<file path="src/rtl/sdclk_pkg.sv">
package sdclk_pkg;

    localparam int REG_W          = 32;
    localparam int S1_W           = 3;
    localparam int S2_W           = 2;
    localparam int NUM_LANE       = 2;
    localparam int LANE_HS        = 0;
    localparam int LANE_CARD      = 1;

    // field positions of the control word
    localparam int HS_STOP_POS    = 9;
    localparam int CARD_STOP_POS  = 8;
    localparam int S1_POS         = 2;
    localparam int S2_POS         = 0;
    // status positions
    localparam int ERR_POS        = 16;
    localparam int RUN_POS        = 17;
    localparam int PEND_POS       = 18;

    // first-stage codes at or above this value require the fast output stopped
    localparam int HS_GATE_LIMIT  = 2;

    typedef enum logic [S2_W-1:0] {
        S2_HALF    = 2'd0,
        S2_QUARTER = 2'd1
    } s2_code_e;

    typedef struct packed {
        logic [S1_W-1:0] s1;
        s2_code_e        s2;
    } sd_ratio_t;

    typedef struct packed {
        logic      hs_stop;
        logic      card_stop;
        sd_ratio_t ratio;
    } sd_cfg_t;

    localparam sd_cfg_t CFG_RESET = '{
        hs_stop:   1'b1,
        card_stop: 1'b1,
        ratio:     '{s1: '0, s2: S2_HALF}
    };

    function automatic sd_cfg_t cfg_from_word(input logic [REG_W-1:0] w);
        sd_cfg_t c;
        c.hs_stop   = w[HS_STOP_POS];
        c.card_stop = w[CARD_STOP_POS];
        c.ratio.s1  = w[S1_POS +: S1_W];
        c.ratio.s2  = s2_code_e'(w[S2_POS +: S2_W]);
        return c;
    endfunction

    function automatic logic [REG_W-1:0] word_from_cfg(input sd_cfg_t c);
        logic [REG_W-1:0] w;
        w                      = '0;
        w[HS_STOP_POS]         = c.hs_stop;
        w[CARD_STOP_POS]       = c.card_stop;
        w[S1_POS +: S1_W]      = c.ratio.s1;
        w[S2_POS +: S2_W]      = c.ratio.s2;
        return w;
    endfunction

    function automatic logic hs_code_ok(input logic [S1_W-1:0] s1);
        return int'(s1) < HS_GATE_LIMIT;
    endfunction

    function automatic logic cfg_legal(input sd_cfg_t c, input int max_s1);
        logic s1_ok;
        logic s2_ok;
        logic gate_ok;
        s1_ok   = int'(c.ratio.s1) <= max_s1;
        s2_ok   = (c.ratio.s2 == S2_HALF) || (c.ratio.s2 == S2_QUARTER);
        gate_ok = hs_code_ok(c.ratio.s1) || c.hs_stop;
        return s1_ok && s2_ok && gate_ok;
    endfunction

endpackage

</file>
<file path="src/rtl/sdclk_cfg.sv">
module sdclk_cfg
    import sdclk_pkg::*;
#(
    parameter int MAX_S1 = 4
) (
    input  logic             clk,
    input  logic             rst,
    input  logic             wr_en,
    input  logic [REG_W-1:0] wr_data,
    input  logic             pending,
    output sd_cfg_t          cfg_q,
    output logic [REG_W-1:0] rd_data
);

    sd_cfg_t wr_cfg;
    logic    wr_ok;
    logic    err_q;

    always_comb begin
        wr_cfg = cfg_from_word(wr_data);
        wr_ok  = cfg_legal(wr_cfg, MAX_S1);
    end

    always_ff @(posedge clk) begin
        if (rst) begin
            cfg_q <= CFG_RESET;
            err_q <= 1'b0;
        end else if (wr_en) begin
            if (wr_ok) cfg_q <= wr_cfg;
            else       err_q <= 1'b1;
        end
    end

    always_comb begin
        rd_data           = word_from_cfg(cfg_q);
        rd_data[ERR_POS]  = err_q;
        rd_data[RUN_POS]  = !cfg_q.hs_stop && !cfg_q.card_stop;
        rd_data[PEND_POS] = pending;
    end

    p_held_cfg_legal_r7: assert property (@(posedge clk) disable iff (rst)
        cfg_legal(cfg_q, MAX_S1));

    p_reject_keeps_r6: assert property (@(posedge clk) disable iff (rst)
        (wr_en && !cfg_legal(cfg_from_word(wr_data), MAX_S1)) |=> $stable(cfg_q));

    p_err_sticky_r6: assert property (@(posedge clk) disable iff (rst)
        err_q |=> err_q);

endmodule

</file>
<file path="src/rtl/sdclk_div.sv">
module sdclk_div
    import sdclk_pkg::*;
#(
    parameter int MAX_S1 = 4
) (
    input  logic                clk,
    input  logic                rst,
    input  sd_ratio_t           req_ratio,
    output sd_ratio_t           act_ratio,
    output logic [NUM_LANE-1:0] raw_q,
    output logic [NUM_LANE-1:0] raw_nxt,
    output logic                pending
);

    localparam int CNT1_W = (MAX_S1 < 1) ? 1 : MAX_S1;

    logic [CNT1_W-1:0] cnt1;
    logic [CNT1_W-1:0] last1;
    logic [CNT1_W:0]   span1;
    logic [S2_W-1:0]   cnt2;
    logic [S2_W-1:0]   last2;
    logic              tick1;
    logic              wrap2;
    logic              apply;

    always_comb begin
        span1 = (CNT1_W+1)'(1) << act_ratio.s1;
        last1 = span1[CNT1_W-1:0] - CNT1_W'(1);
        last2 = (act_ratio.s2 == S2_QUARTER) ? S2_W'(3) : S2_W'(1);
        tick1 = (cnt1 == last1);
        wrap2 = tick1 && (cnt2 == last2);
        raw_nxt[LANE_HS]   = tick1 ? !raw_q[LANE_HS]   : raw_q[LANE_HS];
        raw_nxt[LANE_CARD] = wrap2 ? !raw_q[LANE_CARD] : raw_q[LANE_CARD];
        apply   = wrap2 && raw_q[LANE_CARD];
        pending = (act_ratio != req_ratio);
    end

    always_ff @(posedge clk) begin
        if (rst) begin
            cnt1      <= '0;
            cnt2      <= '0;
            raw_q     <= '0;
            act_ratio <= CFG_RESET.ratio;
        end else begin
            cnt1  <= tick1 ? '0 : cnt1 + CNT1_W'(1);
            if (wrap2)      cnt2 <= '0;
            else if (tick1) cnt2 <= cnt2 + S2_W'(1);
            raw_q <= raw_nxt;
            if (apply) act_ratio <= req_ratio;
        end
    end

    p_apply_on_card_fall_r9: assert property (@(posedge clk) disable iff (rst)
        !$stable(act_ratio) |-> $fell(raw_q[LANE_CARD]));

    p_card_edge_on_hs_edge_r4: assert property (@(posedge clk) disable iff (rst)
        !$stable(raw_q[LANE_CARD]) |-> !$stable(raw_q[LANE_HS]));

endmodule

</file>
<file path="src/rtl/sdclk_gate.sv">
module sdclk_gate (
    input  logic clk,
    input  logic rst,
    input  logic raw_q,
    input  logic raw_nxt,
    input  logic run_req,
    output logic clk_o
);

    logic en_q;
    logic en_nxt;

    // the enable may only move while the free-running phase is low
    always_comb en_nxt = raw_q ? en_q : run_req;

    always_ff @(posedge clk) begin
        if (rst) begin
            en_q  <= 1'b0;
            clk_o <= 1'b0;
        end else begin
            en_q  <= en_nxt;
            clk_o <= raw_nxt && en_nxt;
        end
    end

    p_out_inside_raw_r8: assert property (@(posedge clk) disable iff (rst)
        clk_o |-> raw_q);

    p_rise_with_raw_r8: assert property (@(posedge clk) disable iff (rst)
        $rose(clk_o) |-> $rose(raw_q));

    p_fall_with_raw_r8: assert property (@(posedge clk) disable iff (rst)
        $fell(clk_o) |-> $fell(raw_q));

endmodule

</file>
<file path="src/rtl/sdclk_gen.sv">
module sdclk_gen
    import sdclk_pkg::*;
#(
    parameter int MAX_S1 = 4
) (
    input  logic             clk,
    input  logic             rst,
    input  logic             wr_en,
    input  logic [REG_W-1:0] wr_data,
    output logic [REG_W-1:0] rd_data,
    output logic             hs_clk_o,
    output logic             card_clk_o
);

    sd_cfg_t             cfg_q;
    sd_ratio_t           act_ratio;
    logic [NUM_LANE-1:0] raw_q;
    logic [NUM_LANE-1:0] raw_nxt;
    logic [NUM_LANE-1:0] run_req;
    logic [NUM_LANE-1:0] gated;
    logic                pending;

    sdclk_cfg #(.MAX_S1(MAX_S1)) u_cfg (
        .clk     (clk),
        .rst     (rst),
        .wr_en   (wr_en),
        .wr_data (wr_data),
        .pending (pending),
        .cfg_q   (cfg_q),
        .rd_data (rd_data)
    );

    sdclk_div #(.MAX_S1(MAX_S1)) u_div (
        .clk       (clk),
        .rst       (rst),
        .req_ratio (cfg_q.ratio),
        .act_ratio (act_ratio),
        .raw_q     (raw_q),
        .raw_nxt   (raw_nxt),
        .pending   (pending)
    );

    always_comb begin
        run_req[LANE_HS]   = !cfg_q.hs_stop && hs_code_ok(act_ratio.s1)
                             && hs_code_ok(cfg_q.ratio.s1);
        run_req[LANE_CARD] = !cfg_q.card_stop;
    end

    for (genvar g = 0; g < NUM_LANE; g++) begin : g_lane
        sdclk_gate u_gate (
            .clk     (clk),
            .rst     (rst),
            .raw_q   (raw_q[g]),
            .raw_nxt (raw_nxt[g]),
            .run_req (run_req[g]),
            .clk_o   (gated[g])
        );
    end

    assign hs_clk_o   = gated[LANE_HS];
    assign card_clk_o = gated[LANE_CARD];

    p_hs_quiet_large_code_r11: assert property (@(posedge clk) disable iff (rst)
        hs_clk_o |-> hs_code_ok(act_ratio.s1));

    p_card_stop_holds_low_r5: assert property (@(posedge clk) disable iff (rst)
        (cfg_q.card_stop && !card_clk_o) |=> (!card_clk_o || !$stable(cfg_q)));

endmodule

</file>
<file path="config.mk">
export PLATFORM = sky130hd
export DESIGN_NAME = sdclk_gen
export DESIGN_NICKNAME = d
export VERILOG_FILES = /design/src/rtl/sdclk_pkg.sv /design/src/rtl/sdclk_cfg.sv /design/src/rtl/sdclk_div.sv /design/src/rtl/sdclk_gate.sv /design/src/rtl/sdclk_gen.sv
export SDC_FILE = /design/constraint.sdc
export NUM_CORES = 1
export LEC_CHECK = 0
export ABC_AREA = 0
export BUFFER_PORTS_ARGS = -buffer_cell sky130_fd_sc_hd__clkbuf_2
export CORE_ASPECT_RATIO = 1.2
export CORE_MARGIN = 5
export CORE_UTILIZATION = 44
export CTS_CLUSTER_SIZE = 16
export DETAILED_ROUTE_END_ITERATION = 10
export PLACE_DENSITY = 0.82
export RECOVER_POWER = 50
export SLEW_MARGIN = 30
export SYNTH_ARGS = -nofsm -noshare
export SYNTH_HDL_FRONTEND = slang
export SYNTH_SLANG_ARGS = --single-unit
</file>
<file path="constraint.sdc">
create_clock -name clk -period 3.1 [get_ports clk]
set_clock_uncertainty 0.1 [all_clocks]
set_input_delay 0.31 -clock clk [delete_from_list [all_inputs] [get_ports clk]]
set_output_delay 0.31 -clock clk [all_outputs]
set_load 0.1 [all_outputs]
</file>
==> flow_metrics.py <==
metrics = {
    "hold_path": {
        "min_from": "wr_data[0]",
        "worstHoldPathType": "input port to flop",
        "holdPathStages": 3,
        "min_to": "u_cfg.cfg_q[0]$_SDFFE_PP0P_",
    },
    "synth": {
        "synth_seq_cells": 25,
        "yosys_most_used_dff": "dfxtp_1",
        "yosys.area.top_type": "dfxtp_1",
        "async_flop_share_pct": 0,
        "synth_warnings": 0,
        "synth_cell_types": 29,
        "syn-mean-instance-area_um2": 9.25,
        "synth_area_leaders": "dfxtp_1, buf_4, mux2i_1",
        "yosys.area.top_type_share_pct": 39.8,
        "syn_area_mm2": 0.00126,
        "synth_edf_count": 0,
        "yosysSeqAreaShare_pct": 39.8,
        "syn_inst": 136,
    },
    "sta": {
        "rsz0062_at_grt": "no",
        "setup_ws_ps": 612,
        "holdWs_ps": 126,
        "fmax_mhz": 402,
        "period_needed_ps": 2490,
        "maxSlewHeadroom_pct": 22.1,
        "slew_viol_final": 0,
        "setup_viol": 0,
        "tightest_slew_ps": 1170,
        "hold_viol_final": 0,
        "setup_tns_ps": 0,
        "finalCritPeriodShare_pct": 80.2,
    },
    "clocking": {
        "cts_max_level": 1,
        "hold_buffers": 0,
        "tritoncts": "done",
        "root_buffer": "clkbuf_4",
        "insertion_delay_ps": 310,
        "cts.path.max_buffers": 2,
        "path_clk_slew_ps": 130,
        "ctsResizeCount": 0,
        "cts_buffers": 3,
        "cts_sinks": 25,
        "post_cts_buffers": 0,
    },
    "global_route": {
        "grt_overflow_total": 0,
        "grt_util_all_layers_pct": 10.0,
        "grt_max_degree": 27,
        "grt_pass1_wl_um": 3080,
        "grt_pass1_vias": 759,
        "antenna_found_initial": 0,
    },
    "power_and_ir_drop": {
        "p_leak_nw": 0.593,
        "vdd_ir_drop_max_v": 0.000358,
        "powerDensity_mw_per_mm2": 556,
        "p_total_w": 0.000728,
    },
    "critical_path": {
        "start_kind": "flop",
        "max_stage_delay_ps": 450,
        "regToRegSetupSlack_ps": 610,
        "cpLargestDelayFamily": "multiplexers",
        "cp_slowest_cell": "dfxtp_1",
        "rr_startpoint": "u_div.cnt1[2]$_SDFF_PP0_",
        "rr_worst_depth": 8,
        "cp_data_arrival_time_ps": 2590,
        "cp_cell_sequence": "nand2_1 > mux2_4 > a211oi_4 > clkbuf_1 > and3_2 > ha_1 > mux2i_1 > nor2_1",
        "worstSetupPathType": "flop to flop",
        "crit_fanout": 10,
        "cp_num_buf_inv": 1,
        "critPathRequiredTime_ps": 3200,
        "end_kind": "flop",
        "reg2reg_to": "u_div.act_ratio[4]$_SDFFE_PP0P_",
    },
    "drt": {
        "vias": 856,
        "post_drt_wl_per_cell_um": 10.9,
        "drc_errors": 0,
        "firstDrtPassIters": 3,
        "wirelength_um": 2060,
        "via_per_inst": 4.53,
        "ant_nets": 0,
        "drt-initial-drc-count": 16,
    },
    "final_layout": {
        "drive_above_1_share_pct": 17.4,
        "nets": 193,
        "fillerInstances": 276,
        "final_core_util_pct": 47.4,
        "n_antenna_cell": 0,
        "areaGrowthSynthToFinish_pct": 4.08,
    },
    "placement": {
        "io_buffers": 21,
        "dp_hpwl_um": 1620,
        "place_congestion": 0.788,
        "preCtsSetupSlack_ps": 908,
    },
    "run_status": {
        "status": "completed",
    },
    "floorplanning": {
        "start_util_pct": 45.6,
        "die_h_um": 68.6,
        "boundaryPins": 69,
        "fp.dieW_um": 58.8,
        "rows": 21,
        "dieArea_mm2": 0.00403,
        "core-area_mm2": 0.00276,
    },
    "flow_run": {
        "maxCapViolations": 0,
    },
}
[state kept, by name, indices dropped and copies added (netlist names)]
| register | count |
|---|---|
| u_div.cnt1 | 4 |
| u_div.act_ratio | 5 |
| u_div.cnt2 | 2 |
| g_lane.u_gate.en_q | 2 |
| u_div.raw_q | 2 |
| u_cfg.err_q | 1 |
| u_cfg.cfg_q | 7 |
| g_lane.u_gate.clk_o | 2 |
[worst register-to-register path: cells and delay by family, from the launching register on]
family                   cells  cell delay (ps)
adder cells (fa/ha/maj)      1              330
AND/OR/NAND/NOR              3              400
multiplexers                 2              520
flip-flops                   1              450
AO/OA/AOI/OAI                1              140
buffers and inverters        1              420
[power by group]
group	switching [W]	internal, W
registers	0.0000131	0.000336
clock network	0.0000952	0.0000492
logic	0.000199	0.0000359
total	0.000307	0.000421
[cells in the mapped netlist, types with 2 or more instances]
library cell / count
nor2b_1: 3
nand3_1: 2
nor3_1: 8
clkbuf_1: 4
mux2i_1: 9
nor2_1: 19
nand2_1: 4
dfxtp_1: 25
buf_4: 24
ha_1: 2
a21oi_1: 7
xnor2_1: 7
and2_1: 2
xor2_1: 4
mux2_4: 2
[metrics by stage]
step | cell area [µm²] | instances
detailed placement | 1300 | 185
finish | 1310 | 189
CTS | 1330 | 189
global placement | 1300 | 185
global route | 1310 | 189
floorplan | 1340 | 157
[worst max-delay path by stage]
stage,start,end,slack (ps),cells past startpoint
after floorplan,u_cfg.cfg_q[6]$_SDFFE_PP1P_,rd_data[17],620,1
after global placement,u_div.act_ratio[4]$_SDFFE_PP0P_,u_div.act_ratio[0]$_SDFFE_PP0P_,970,7
after detailed placement,u_div.cnt1[2]$_SDFF_PP0_,u_div.act_ratio[4]$_SDFFE_PP0P_,910,8
after CTS,u_div.cnt1[2]$_SDFF_PP0_,u_div.act_ratio[4]$_SDFFE_PP0P_,880,8
after global routing,u_div.cnt1[2]$_SDFF_PP0_,u_div.act_ratio[4]$_SDFFE_PP0P_,450,8
final,u_div.cnt1[2]$_SDFF_PP0_,u_div.act_ratio[4]$_SDFFE_PP0P_,610,8
[cells by family (layout without fill, tap and decap cells)]
| logic type | count (synthesis) | after routing | share of synthesized area, % |
|---|---|---|---|
| multiplexers | 11 | 11 | 9.55 |
| AND/OR/NAND/NOR | 44 | 44 | 16.9 |
| AO/OA/AOI/OAI | 13 | 13 | 7.96 |
| flip-flops | 25 | 25 | 39.8 |
| other | 1 | 22 | 0.298 |
| XOR/XNOR | 11 | 11 | 7.66 |
| adder cells (fa/ha/maj) | 2 | 2 | 1.99 |
| buffers and inverters | 29 | 27 | 15.8 |
[per-layer routing]
| layer | GRT usage, % | wire (µm) | vias up |
|---|---|---|---|
| met1 | 10.6 | 872 | 399 |
| met5 | 0 | 0 | - |
| met2 | 18.8 | 1090 | 13 |
| met4 | 5.95 | 34 | 0 |
| met3 | 1.12 | 59 | 2 |
| li1 | - | - | 442 |
[cells in the final DEF, fill, tap and decap left out, drive strengths merged, types with 2 or more instances in the layout]
master / instances
nor3: 8
conb: 22
a211oi: 2
and2: 2
nand3: 2
nor2: 19
nand2: 4
clkbuf: 25
o21ai: 2
mux2i: 9
xor2: 4
a21oi: 7
dfxtp: 25
nor2b: 3
xnor2: 7
mux2: 2
ha: 2
[area by class of cell]
type,count,area (µm²),area share [%]
sequential,25,500,38.2
clock inverter,1,7.51,0.574
multi-input combinational,103,627,47.9
clock buffer,3,22.5,1.72
tap,34,42.5,3.25
timing repair buffer,22,105,8.03
inverter,1,3.75,0.287
No activity file was read; power rests on OpenSTA's default activity.
